`config.mk`:
```
export PLATFORM = sky130hd
export DESIGN_NAME = host_pkt_fifo
export DESIGN_NICKNAME = d
export VERILOG_FILES = /design/src/rtl/host_fifo_pkg.sv /design/src/rtl/fifo_store.sv /design/src/rtl/term_encode.sv /design/src/rtl/term_decode.sv /design/src/rtl/host_pkt_fifo.sv
export SDC_FILE = /design/constraint.sdc
export NUM_CORES = 2
export LEC_CHECK = 0
export ABC_AREA = 1
export ABC_CLOCK_PERIOD_IN_PS = 4500
export BUFFER_PORTS_ARGS = -buffer_cell sky130_fd_sc_hd__buf_4
export CORE_MARGIN = 2
export CORE_UTILIZATION = 30
export DETAILED_ROUTE_END_ITERATION = 12
export PLACE_DENSITY = 0.44
export SETUP_SLACK_MARGIN = 0.15
export SLEW_MARGIN = 20
export SYNTH_ARGS = -nofsm -noshare
export SYNTH_HDL_FRONTEND = slang
export SYNTH_HIERARCHICAL = 1
export SYNTH_SLANG_ARGS = --single-unit
```
`constraint.sdc`:
```
create_clock -name clk_i -period 4.5 [get_ports clk_i]
set_input_delay 0.675 -clock clk_i [delete_from_list [all_inputs] [get_ports clk_i]]
set_output_delay 0.675 -clock clk_i [all_outputs]
set_load 0.01 [all_outputs]
```
`src/rtl/host_fifo_pkg.sv`:
```
package host_fifo_pkg;
  localparam int unsigned WORD_W = 9;
  typedef logic [WORD_W-1:0] fifo_word_t;
  typedef enum logic [1:0] {
    KIND_DATA = 2'b00,
    KIND_EOP  = 2'b01,
    KIND_EEP  = 2'b10,
    KIND_EEPX = 2'b11
  } term_kind_e;
  localparam fifo_word_t WORD_EOP = 9'h100;
  localparam fifo_word_t WORD_EEP = 9'h101;
endpackage

```
`src/rtl/fifo_store.sv`:
```
module fifo_store #(
  parameter int unsigned DEPTH = 128,
  parameter int unsigned W     = 9,
  localparam int unsigned AW   = (DEPTH > 1) ? $clog2(DEPTH) : 1,
  localparam int unsigned CW   = $clog2(DEPTH + 1)
) (
  input  logic          clk_i,
  input  logic          rst_ni,
  input  logic          push_i,
  input  logic          pop_i,
  input  logic [W-1:0]  wdata_i,
  output logic [W-1:0]  rdata_o,
  output logic [CW-1:0] count_o
);
  localparam logic [AW-1:0] LAST = AW'(DEPTH - 1);
  localparam logic [CW-1:0] FULL = CW'(DEPTH);

  logic [W-1:0]  mem_q [DEPTH];
  logic [AW-1:0] wr_ptr_q, rd_ptr_q;
  logic [CW-1:0] cnt_q;
  logic          wr_en, rd_en;

  // full blocks a push even when a pop happens in the same cycle
  assign wr_en = push_i && (cnt_q != FULL);
  assign rd_en = pop_i && (cnt_q != '0);

  always_ff @(posedge clk_i) begin
    if (wr_en) mem_q[wr_ptr_q] <= wdata_i;
  end

  always_ff @(posedge clk_i or negedge rst_ni) begin
    if (!rst_ni) begin
      wr_ptr_q <= '0;
      rd_ptr_q <= '0;
      cnt_q    <= '0;
    end else begin
      if (wr_en) wr_ptr_q <= (wr_ptr_q == LAST) ? '0 : wr_ptr_q + 1'b1;
      if (rd_en) rd_ptr_q <= (rd_ptr_q == LAST) ? '0 : rd_ptr_q + 1'b1;
      case ({wr_en, rd_en})
        2'b10:   cnt_q <= cnt_q + 1'b1;
        2'b01:   cnt_q <= cnt_q - 1'b1;
        default: cnt_q <= cnt_q;
      endcase
    end
  end

  // head word falls through; masked when empty
  assign rdata_o = (cnt_q == '0) ? '0 : mem_q[rd_ptr_q];
  assign count_o = cnt_q;
endmodule

```
`src/rtl/term_encode.sv`:
```
module term_encode
  import host_fifo_pkg::*;
(
  input  logic [1:0] kind_i,
  input  logic [7:0] data_i,
  output fifo_word_t word_o
);
  always_comb begin
    unique case (term_kind_e'(kind_i))
      KIND_DATA: word_o = {1'b0, data_i};
      KIND_EOP:  word_o = WORD_EOP;
      default:   word_o = WORD_EEP;
    endcase
  end
endmodule

```
`src/rtl/term_decode.sv`:
```
module term_decode
  import host_fifo_pkg::*;
(
  input  fifo_word_t word_i,
  input  logic       valid_i,
  output logic [7:0] data_o,
  output logic       eop_o,
  output logic       eep_o
);
  assign data_o = word_i[7:0];
  assign eop_o  = valid_i && word_i[8] && !word_i[0];
  assign eep_o  = valid_i && word_i[8] && word_i[0];
endmodule

```
`src/rtl/host_pkt_fifo.sv`:
```
module host_pkt_fifo
  import host_fifo_pkg::*;
#(
  parameter int unsigned DEPTH      = 128,
  parameter int unsigned ALMOST_GAP = 8
) (
  input  logic       clk_i,
  input  logic       rst_ni,
  input  logic [8:0] tx_word_i,
  input  logic       tx_push_ni,
  output logic       tx_full_o,
  output logic       tx_afull_o,
  input  logic       tx_link_pop_i,
  output logic       tx_link_valid_o,
  output logic [7:0] tx_link_data_o,
  output logic       tx_link_eop_o,
  output logic       tx_link_eep_o,
  input  logic       rx_link_push_i,
  input  logic [1:0] rx_link_kind_i,
  input  logic [7:0] rx_link_data_i,
  output logic       rx_link_full_o,
  output logic [8:0] rx_word_o,
  input  logic       rx_pop_ni,
  output logic       rx_empty_o,
  output logic       rx_aempty_o
);
  localparam int unsigned   CW     = $clog2(DEPTH + 1);
  localparam logic [CW-1:0] FULL   = CW'(DEPTH);
  localparam logic [CW-1:0] AF_LVL = CW'(DEPTH - ALMOST_GAP);
  localparam logic [CW-1:0] AE_LVL = CW'(ALMOST_GAP);

  logic [CW-1:0] tx_cnt, rx_cnt;
  fifo_word_t    tx_head, rx_in;

  fifo_store #(.DEPTH(DEPTH), .W(WORD_W)) i_tx_store (
    .clk_i   (clk_i),
    .rst_ni  (rst_ni),
    .push_i  (!tx_push_ni),
    .pop_i   (tx_link_pop_i),
    .wdata_i (tx_word_i),
    .rdata_o (tx_head),
    .count_o (tx_cnt)
  );

  assign tx_full_o       = (tx_cnt == FULL);
  assign tx_afull_o      = (tx_cnt >= AF_LVL);
  assign tx_link_valid_o = (tx_cnt != '0);

  term_decode i_tx_decode (
    .word_i  (tx_head),
    .valid_i (tx_link_valid_o),
    .data_o  (tx_link_data_o),
    .eop_o   (tx_link_eop_o),
    .eep_o   (tx_link_eep_o)
  );

  term_encode i_rx_encode (
    .kind_i (rx_link_kind_i),
    .data_i (rx_link_data_i),
    .word_o (rx_in)
  );

  fifo_store #(.DEPTH(DEPTH), .W(WORD_W)) i_rx_store (
    .clk_i   (clk_i),
    .rst_ni  (rst_ni),
    .push_i  (rx_link_push_i),
    .pop_i   (!rx_pop_ni),
    .wdata_i (rx_in),
    .rdata_o (rx_word_o),
    .count_o (rx_cnt)
  );

  assign rx_link_full_o = (rx_cnt == FULL);
  assign rx_empty_o     = (rx_cnt == '0);
  assign rx_aempty_o    = (rx_cnt <= AE_LVL);
endmodule

```
; Word-level counts from Yosys, hierarchy flattened
; Memory sizes are Yosys's and may differ from the RTL's.
; Cells that the tools add are included.
; W data, S select, Z words.
[op_classes]
n_div = 0
multipliers = 0
order_cmp = 2
n_bitwise = 0
mux = 13
n_addsub = 8
shifts = 0
reduce_logical = 17
n_eq_ne = 13
[ops]
columns = cell, count
row1 = $pmux W8 S2, 2
row2 = $add A7 B1 Y7 const B, 4
row3 = $eq A7 B7 Y1 const B, 4
row4 = $mux W7, 4
row5 = $mux W9, 2
row6 = $pmux W9 S2, 1
row7 = $add A8 B1 Y8 const B, 2
row8 = $eq A8 B8 Y1 const B, 2
row9 = $logic_not A8 Y1, 2
row10 = $ne A8 B8 Y1 const B, 2
row11 = $reduce_bool A8 Y1, 2
row12 = $sub A8 B1 Y8 const B, 2
row13 = $ge A8 B7 Y1 const B, 1
row14 = $le A8 B4 Y1 const B, 1
row15 = $logic_and A1 B1 Y1, 7
row16 = $eq A2 B1 Y1 const B, 3
row17 = $eq A2 B2 Y1 const B, 2
row18 = $mux W1, 4
row19 = $reduce_bool A2 Y1, 2
row20 = $logic_not A1 Y1, 3
row21 = $logic_not A2 Y1, 1
[word_totals]
regBits = 44
word_cells = 61
output_inout_bits = 25
latchBits = 0
mem_bits_ro = 0
in_bits = 25
mem_count = 2
ram_bits = 2304
[memory_table]
columns = name, words, word_bits, read_ports, rd_ports_with_merged_regs, wr, line
row1 = i_rx_store.mem_q, 128, 9, 1, 0, 1, fifo_store.sv:18  ; logic [W-1:0] mem_q [DEPTH];
row2 = i_tx_store.mem_q, 128, 9, 1, 0, 1, fifo_store.sv:18

; Depth between registers and ports, before layout
[logic_depth]
word_depth = 4
ltp_mapped = 20
mapped_depth_nobuf = 19

; By module
; The synthesis kept the hierarchy.
[by_module_without_submodules]
columns = module, area_each_um2, n_inst, seq_area_each_um2, cells_each
row1 = fifo_store (i_rx_store), 49207.2, 1, 35143.7, 4472
row2 = fifo_store (i_tx_store), 48941.9, 1, 35143.7, 4378
row3 = host_pkt_fifo, 116.4, 1, 0.0, 26
row4 = term_encode, 78.8, 1, 0.0, 19
row5 = term_decode, 75.1, 1, 0.0, 12

; Least setup slack after synthesis
; OpenSTA, ideal clock, no wires.
[synth_timing]
kind = input-to-reg
start = in rx_link_kind_i[0]
end = mem i_rx_store.mem_q[0][1], data pin
arrival_ps = 4273
setup_slack_ps = -566
n_path_buf = 0
t_required_ps = 3707
setup_ps = 793
cell_stages = 3
cell_sequence = inv_2 nand2_4 nor2_1
[synth_between]
elab_chain_cells = 2
elab_cells_between_ends = 3
cone_classes = eq/ne (1) / mux (1) / reduce/logical (1)
[synth_lines]
columns = item, line
row1 = "start, declared", host_pkt_fifo.sv:19  ; input logic [1:0] rx_link_kind_i,
row2 = $eq A2 B1 Y1 or $logic_not A2 Y1 (tied branches), term_encode.sv:9  ; unique case (term_kind_e'(kind_i))
row3 = $pmux W9 S2 (*), term_encode.sv:9
row4 = named net rx_in[1], host_pkt_fifo.sv:33  ; fifo_word_t tx_head, rx_in;
row5 = "end, declared", fifo_store.sv:18
; The timed path passes the listed nets; every way through them passes the cells marked *.

; Worst setup path in the final report
[layout_timing]
start = reg i_tx_store.rd_ptr_q[0]
end = out tx_link_data_o[5]
[layout_between]
elab_chain_cells = 2
[layout_lines]
columns = item, line
row1 = "start, declared", fifo_store.sv:19  ; logic [AW-1:0] wr_ptr_q, rd_ptr_q;
row2 = "start signal, assigned", fifo_store.sv:38  ; if (rd_en) rd_ptr_q <= (rd_ptr_q == LAST) ? '0 : rd_ptr_q + 1'b1;
row3 = $mem_v2 Z128 W9, n/a
row4 = $mux W9, fifo_store.sv:48  ; assign rdata_o = (cnt_q == '0) ? '0 : mem_q[rd_ptr_q];
row5 = "end, declared", host_pkt_fifo.sv:15  ; output logic [7:0] tx_link_data_o,
; No other way between the ends.

==> results.cfg <==
[status]
run_status = finished, final reports clean

[clock_tree]
cts_max_level = 5
cts-root-buf = clkbuf_16
clockBufferDepth = 4
cts_tree = yes
clk_pin_slew_ps = 60
clk_latency_ps = 880
cts_sinks = 2348
cts_buffers = 273

[placement]
dp_hpwl_mm = 176
numPlacedInstances = 13100
place_worst_setup_slack_ps = 444
io_buffer_count = 49
globalplace.congestion = 0.825

[power_and_ir_drop]
pwr-share-comb = 0.324
p_leak_nw = 41.8
ir_drop_uv = 489
clkPwrFrac = 0.312
switching_share = 0.368
intPower_w = 0.0434
seq_power_share = 0.364
power_switching_w = 0.0253
power_per_cell_area_nw_per_um2 = 599

[grt]
grt_pass1_vias = 63800
grt_overflow = 0
grt_pass1_wl_mm = 449
grt_max_degree = 129
antenna_found_initial = 15
grtUsageTotal = 0.181

[final_layout]
syn_to_final_growth_pct = 16.5
drive_gt1_frac = 0.0921
fin_util = 0.351
nNetsFinal = 9103
instances_no_fill = 13600

[sta]
fin_crit_ps = 4290
fmax_mhz = 233
finalSetupViolations = 0
fin_tns_setup_ps = 0
final.setup_skew_ps = 64.6
finalCritPeriodShare = 0.953
worst_pin_slew_ps = 1080
setup_slack_ps = 210
hold_viol_final = 0
slew_viol_final = 0
rsz0062_at_grt = true
slew_headroom = 0.276

[critical_path]
critPathKind = reg -> out
r2r.worst_path.cells = 19
cp_max_fo = 28
rr_startpoint = i_tx_store/count_o[5]$_DFFE_PN0P_
start_kind = register
cp-end-kind = output pin
cp.required_ps = 3830
crit_arrival_ps = 3620
r2r_end = i_tx_store/count_o[6]$_DFFE_PN0P_
r2r_setup_slack_ps = 740

[floorplan]
initial_utilization = 0.301
core_area_um2 = 327000
die_height_um = 577
die-width_um = 577
die-area_um2 = 333000
num_rows = 210
io_pins = 50

[yosys]
synth.distinct_cells = 38
synthFlopType = edfxtp_1
async_flop_share = 0.0187
ys_ff_latch = 2348
syn_area_um2 = 98400
syn_inst = 8907
syn_nets = 8942
syn_area_per_cell_um2 = 11.0
ys_seq_area_frac = 0.714
synth_warnings = 6
synth-edff-count = 2304

[detailed_routing]
ant_nets = 0
vias = 66100
drtIter0Drc = 6078
routed_wl_mm = 311
drt_pass1_iterations = 6
viasPerCell = 4.85
routedWlPerCell_um = 22.8
drcViolationCount = 0

[flow_run]
cap_violations = 0

[min_path]
min_path_cells = 3
min_to = i_rx_store/mem_q[61][7]$_DFFE_PP_
min_from = rx_link_data_i[7]
hp-class = in -> reg
## metrics by stage
| step | total power, W | hold WS, ps | instance area, um^2 |
|---|---|---|---|
| floorplan | 0.0376 | 379 | 98400 |
| global placement | 0.0464 | 538 | 105000 |
| detailed placement | 0.0463 | 554 | 105000 |
| CTS | 0.0689 | 177 | 114000 |
| global route | 0.0720 | 224 | 115000 |
| finish | 0.0687 | 241 | 115000 |
## flip-flops by register name, summed over array words and instances (netlist names)
name / cells
i_tx_store/mem_q: 1152
i_rx_store/rd_ptr_q: 7
i_rx_store/count_o: 8
i_tx_store/wr_ptr_q: 7
i_rx_store/wr_ptr_q: 7
i_tx_store/rd_ptr_q: 7
i_rx_store/mem_q: 1152
i_tx_store/count_o: 8
## area by class of cell
cell class,instances,area (um^2)
Tap cell,4346,5440
Antenna cell,3,7.51
Multi-Input combinational cell,5528,23900
Fill cell,32600,212000
Timing Repair Buffer,392,4390
Clock inverter,120,1050
Clock buffer,359,7430
Timing Repair inverter,7,96.3
Inverter,518,2040
Sequential cell,2348,70300
## kinds of logic (layout without fill, tap and decap cells)
family,Yosys count,after routing,synth area share
buf+inv,1031,1396,0.0465
flops,2348,2348,0.714
other cells,0,3,0
compound gates,975,975,0.0526
xor+xnor,29,29,0.00258
simple gates,4514,4514,0.183
fa+ha+maj,10,10,0.00127
## cells in the final DEF, fill, tap and decap left out, types with 14 or more instances in the layout
cell type,count
edfxtp_1,2304
nor2_4,21
buf_12,53
nand4_1,15
a21oi_1,73
o21ai_1,41
clkinv_1,49
dfrtp_1,38
nor2_2,24
clkbuf_16,295
nand2_1,2038
buf_16,21
clkinv_2,41
o211ai_1,92
buf_4,281
o21ai_0,726
xor2_1,23
buf_6,20
o22ai_1,30
clkbuf_1,71
bufinv_16,14
inv_1,498
nand3_1,736
nor2_1,1635
## synth_stat cells (all sizes together) (6+ instances only)
| cell type | count | share of area |
|---|---|---|
| clkinv | 6 | 0.00023 |
| nand2 | 2043 | 0.078 |
| clkbuf | 177 | 0.0068 |
| nand4 | 15 | 0.00095 |
| o211ai | 92 | 0.0070 |
| a21oi | 76 | 0.0039 |
| and3 | 10 | 0.00064 |
| ha | 10 | 0.0013 |
| nor3 | 10 | 0.00051 |
| inv | 512 | 0.020 |
| edfxtp | 2304 | 0.70 |
| xor2 | 23 | 0.0020 |
| dfrtp | 44 | 0.011 |
| nor2 | 1680 | 0.064 |
| nand3 | 746 | 0.038 |
| xnor2 | 6 | 0.00053 |
| o21ai | 767 | 0.039 |
| o22ai | 30 | 0.0019 |
| or2 | 6 | 0.00038 |
| buf | 336 | 0.020 |
## metal layers
metal,up-vias,wire length [um],track usage
li1,30600,-,-
met1,33100,145000,0.265
met2,1929,141000,0.283
met3,374,18100,0.0253
met4,8,6270,0.0382
met5,-,50,0
## power by group through the flow
| stage | Combinational [W] | Sequential (W) | Clock [W] |
|---|---|---|---|
| final | 0.0223 | 0.0250 | 0.0214 |
| after global routing | 0.0242 | 0.0251 | 0.0228 |
| after CTS | 0.0220 | 0.0250 | 0.0219 |
| after detailed placement | 0.0208 | 0.0256 | 0 |
| after global placement | 0.0208 | 0.0256 | 0 |
| after floorplan | 0.0124 | 0.0252 | 0 |
## worst max-delay path, stage by stage, from the launching register on
cell     delay (ps)
dfrtp_4         460
buf_6           220
buf_4           250
inv_8           140
nand2_1          90
nand3_1          90
a21oi_2         240
nor2_1          110
nand2_1          80
nand3_1         210
nand3_1         270
nand2_1         110
nor2_2          260
buf_4           180
## worst max path at each step
stage / startpoint / to / slack [ps] / cells past startpoint
floorplan: rx_link_kind_i[0] / i_rx_store/mem_q[0][1]$_DFFE_PP_ / -570 / 3
global placement: i_rx_store/rd_ptr_q[0]$_DFFE_PN0P_ / rx_word_o[1] / 430 / 14
detailed placement: i_rx_store/rd_ptr_q[0]$_DFFE_PN0P_ / rx_word_o[1] / 440 / 14
CTS: i_tx_store/rd_ptr_q[1]$_DFFE_PN0P_ / tx_link_data_o[5] / 160 / 11
global route: i_tx_store/rd_ptr_q[1]$_DFFE_PN0P_ / tx_link_data_o[4] / 100 / 12
finish: i_tx_store/rd_ptr_q[0]$_DFFE_PN0P_ / tx_link_data_o[5] / 210 / 13
## what timing repair did
| action | 4_1_cts | 5_1_grt |
|---|---|---|
| pin swaps | 1 | 3 |
| setup buffers | 34 | 0 |
| endpoints found under the setup margin | 19 | 17 |
| hold endpoints to repair | 44 | 0 |
| gates resized for setup | 73 | 49 |
| hold buffers | 1 | 0 |
| cloned | 13 | 11 |
Note: power is estimated with default switching activity, not from simulation.
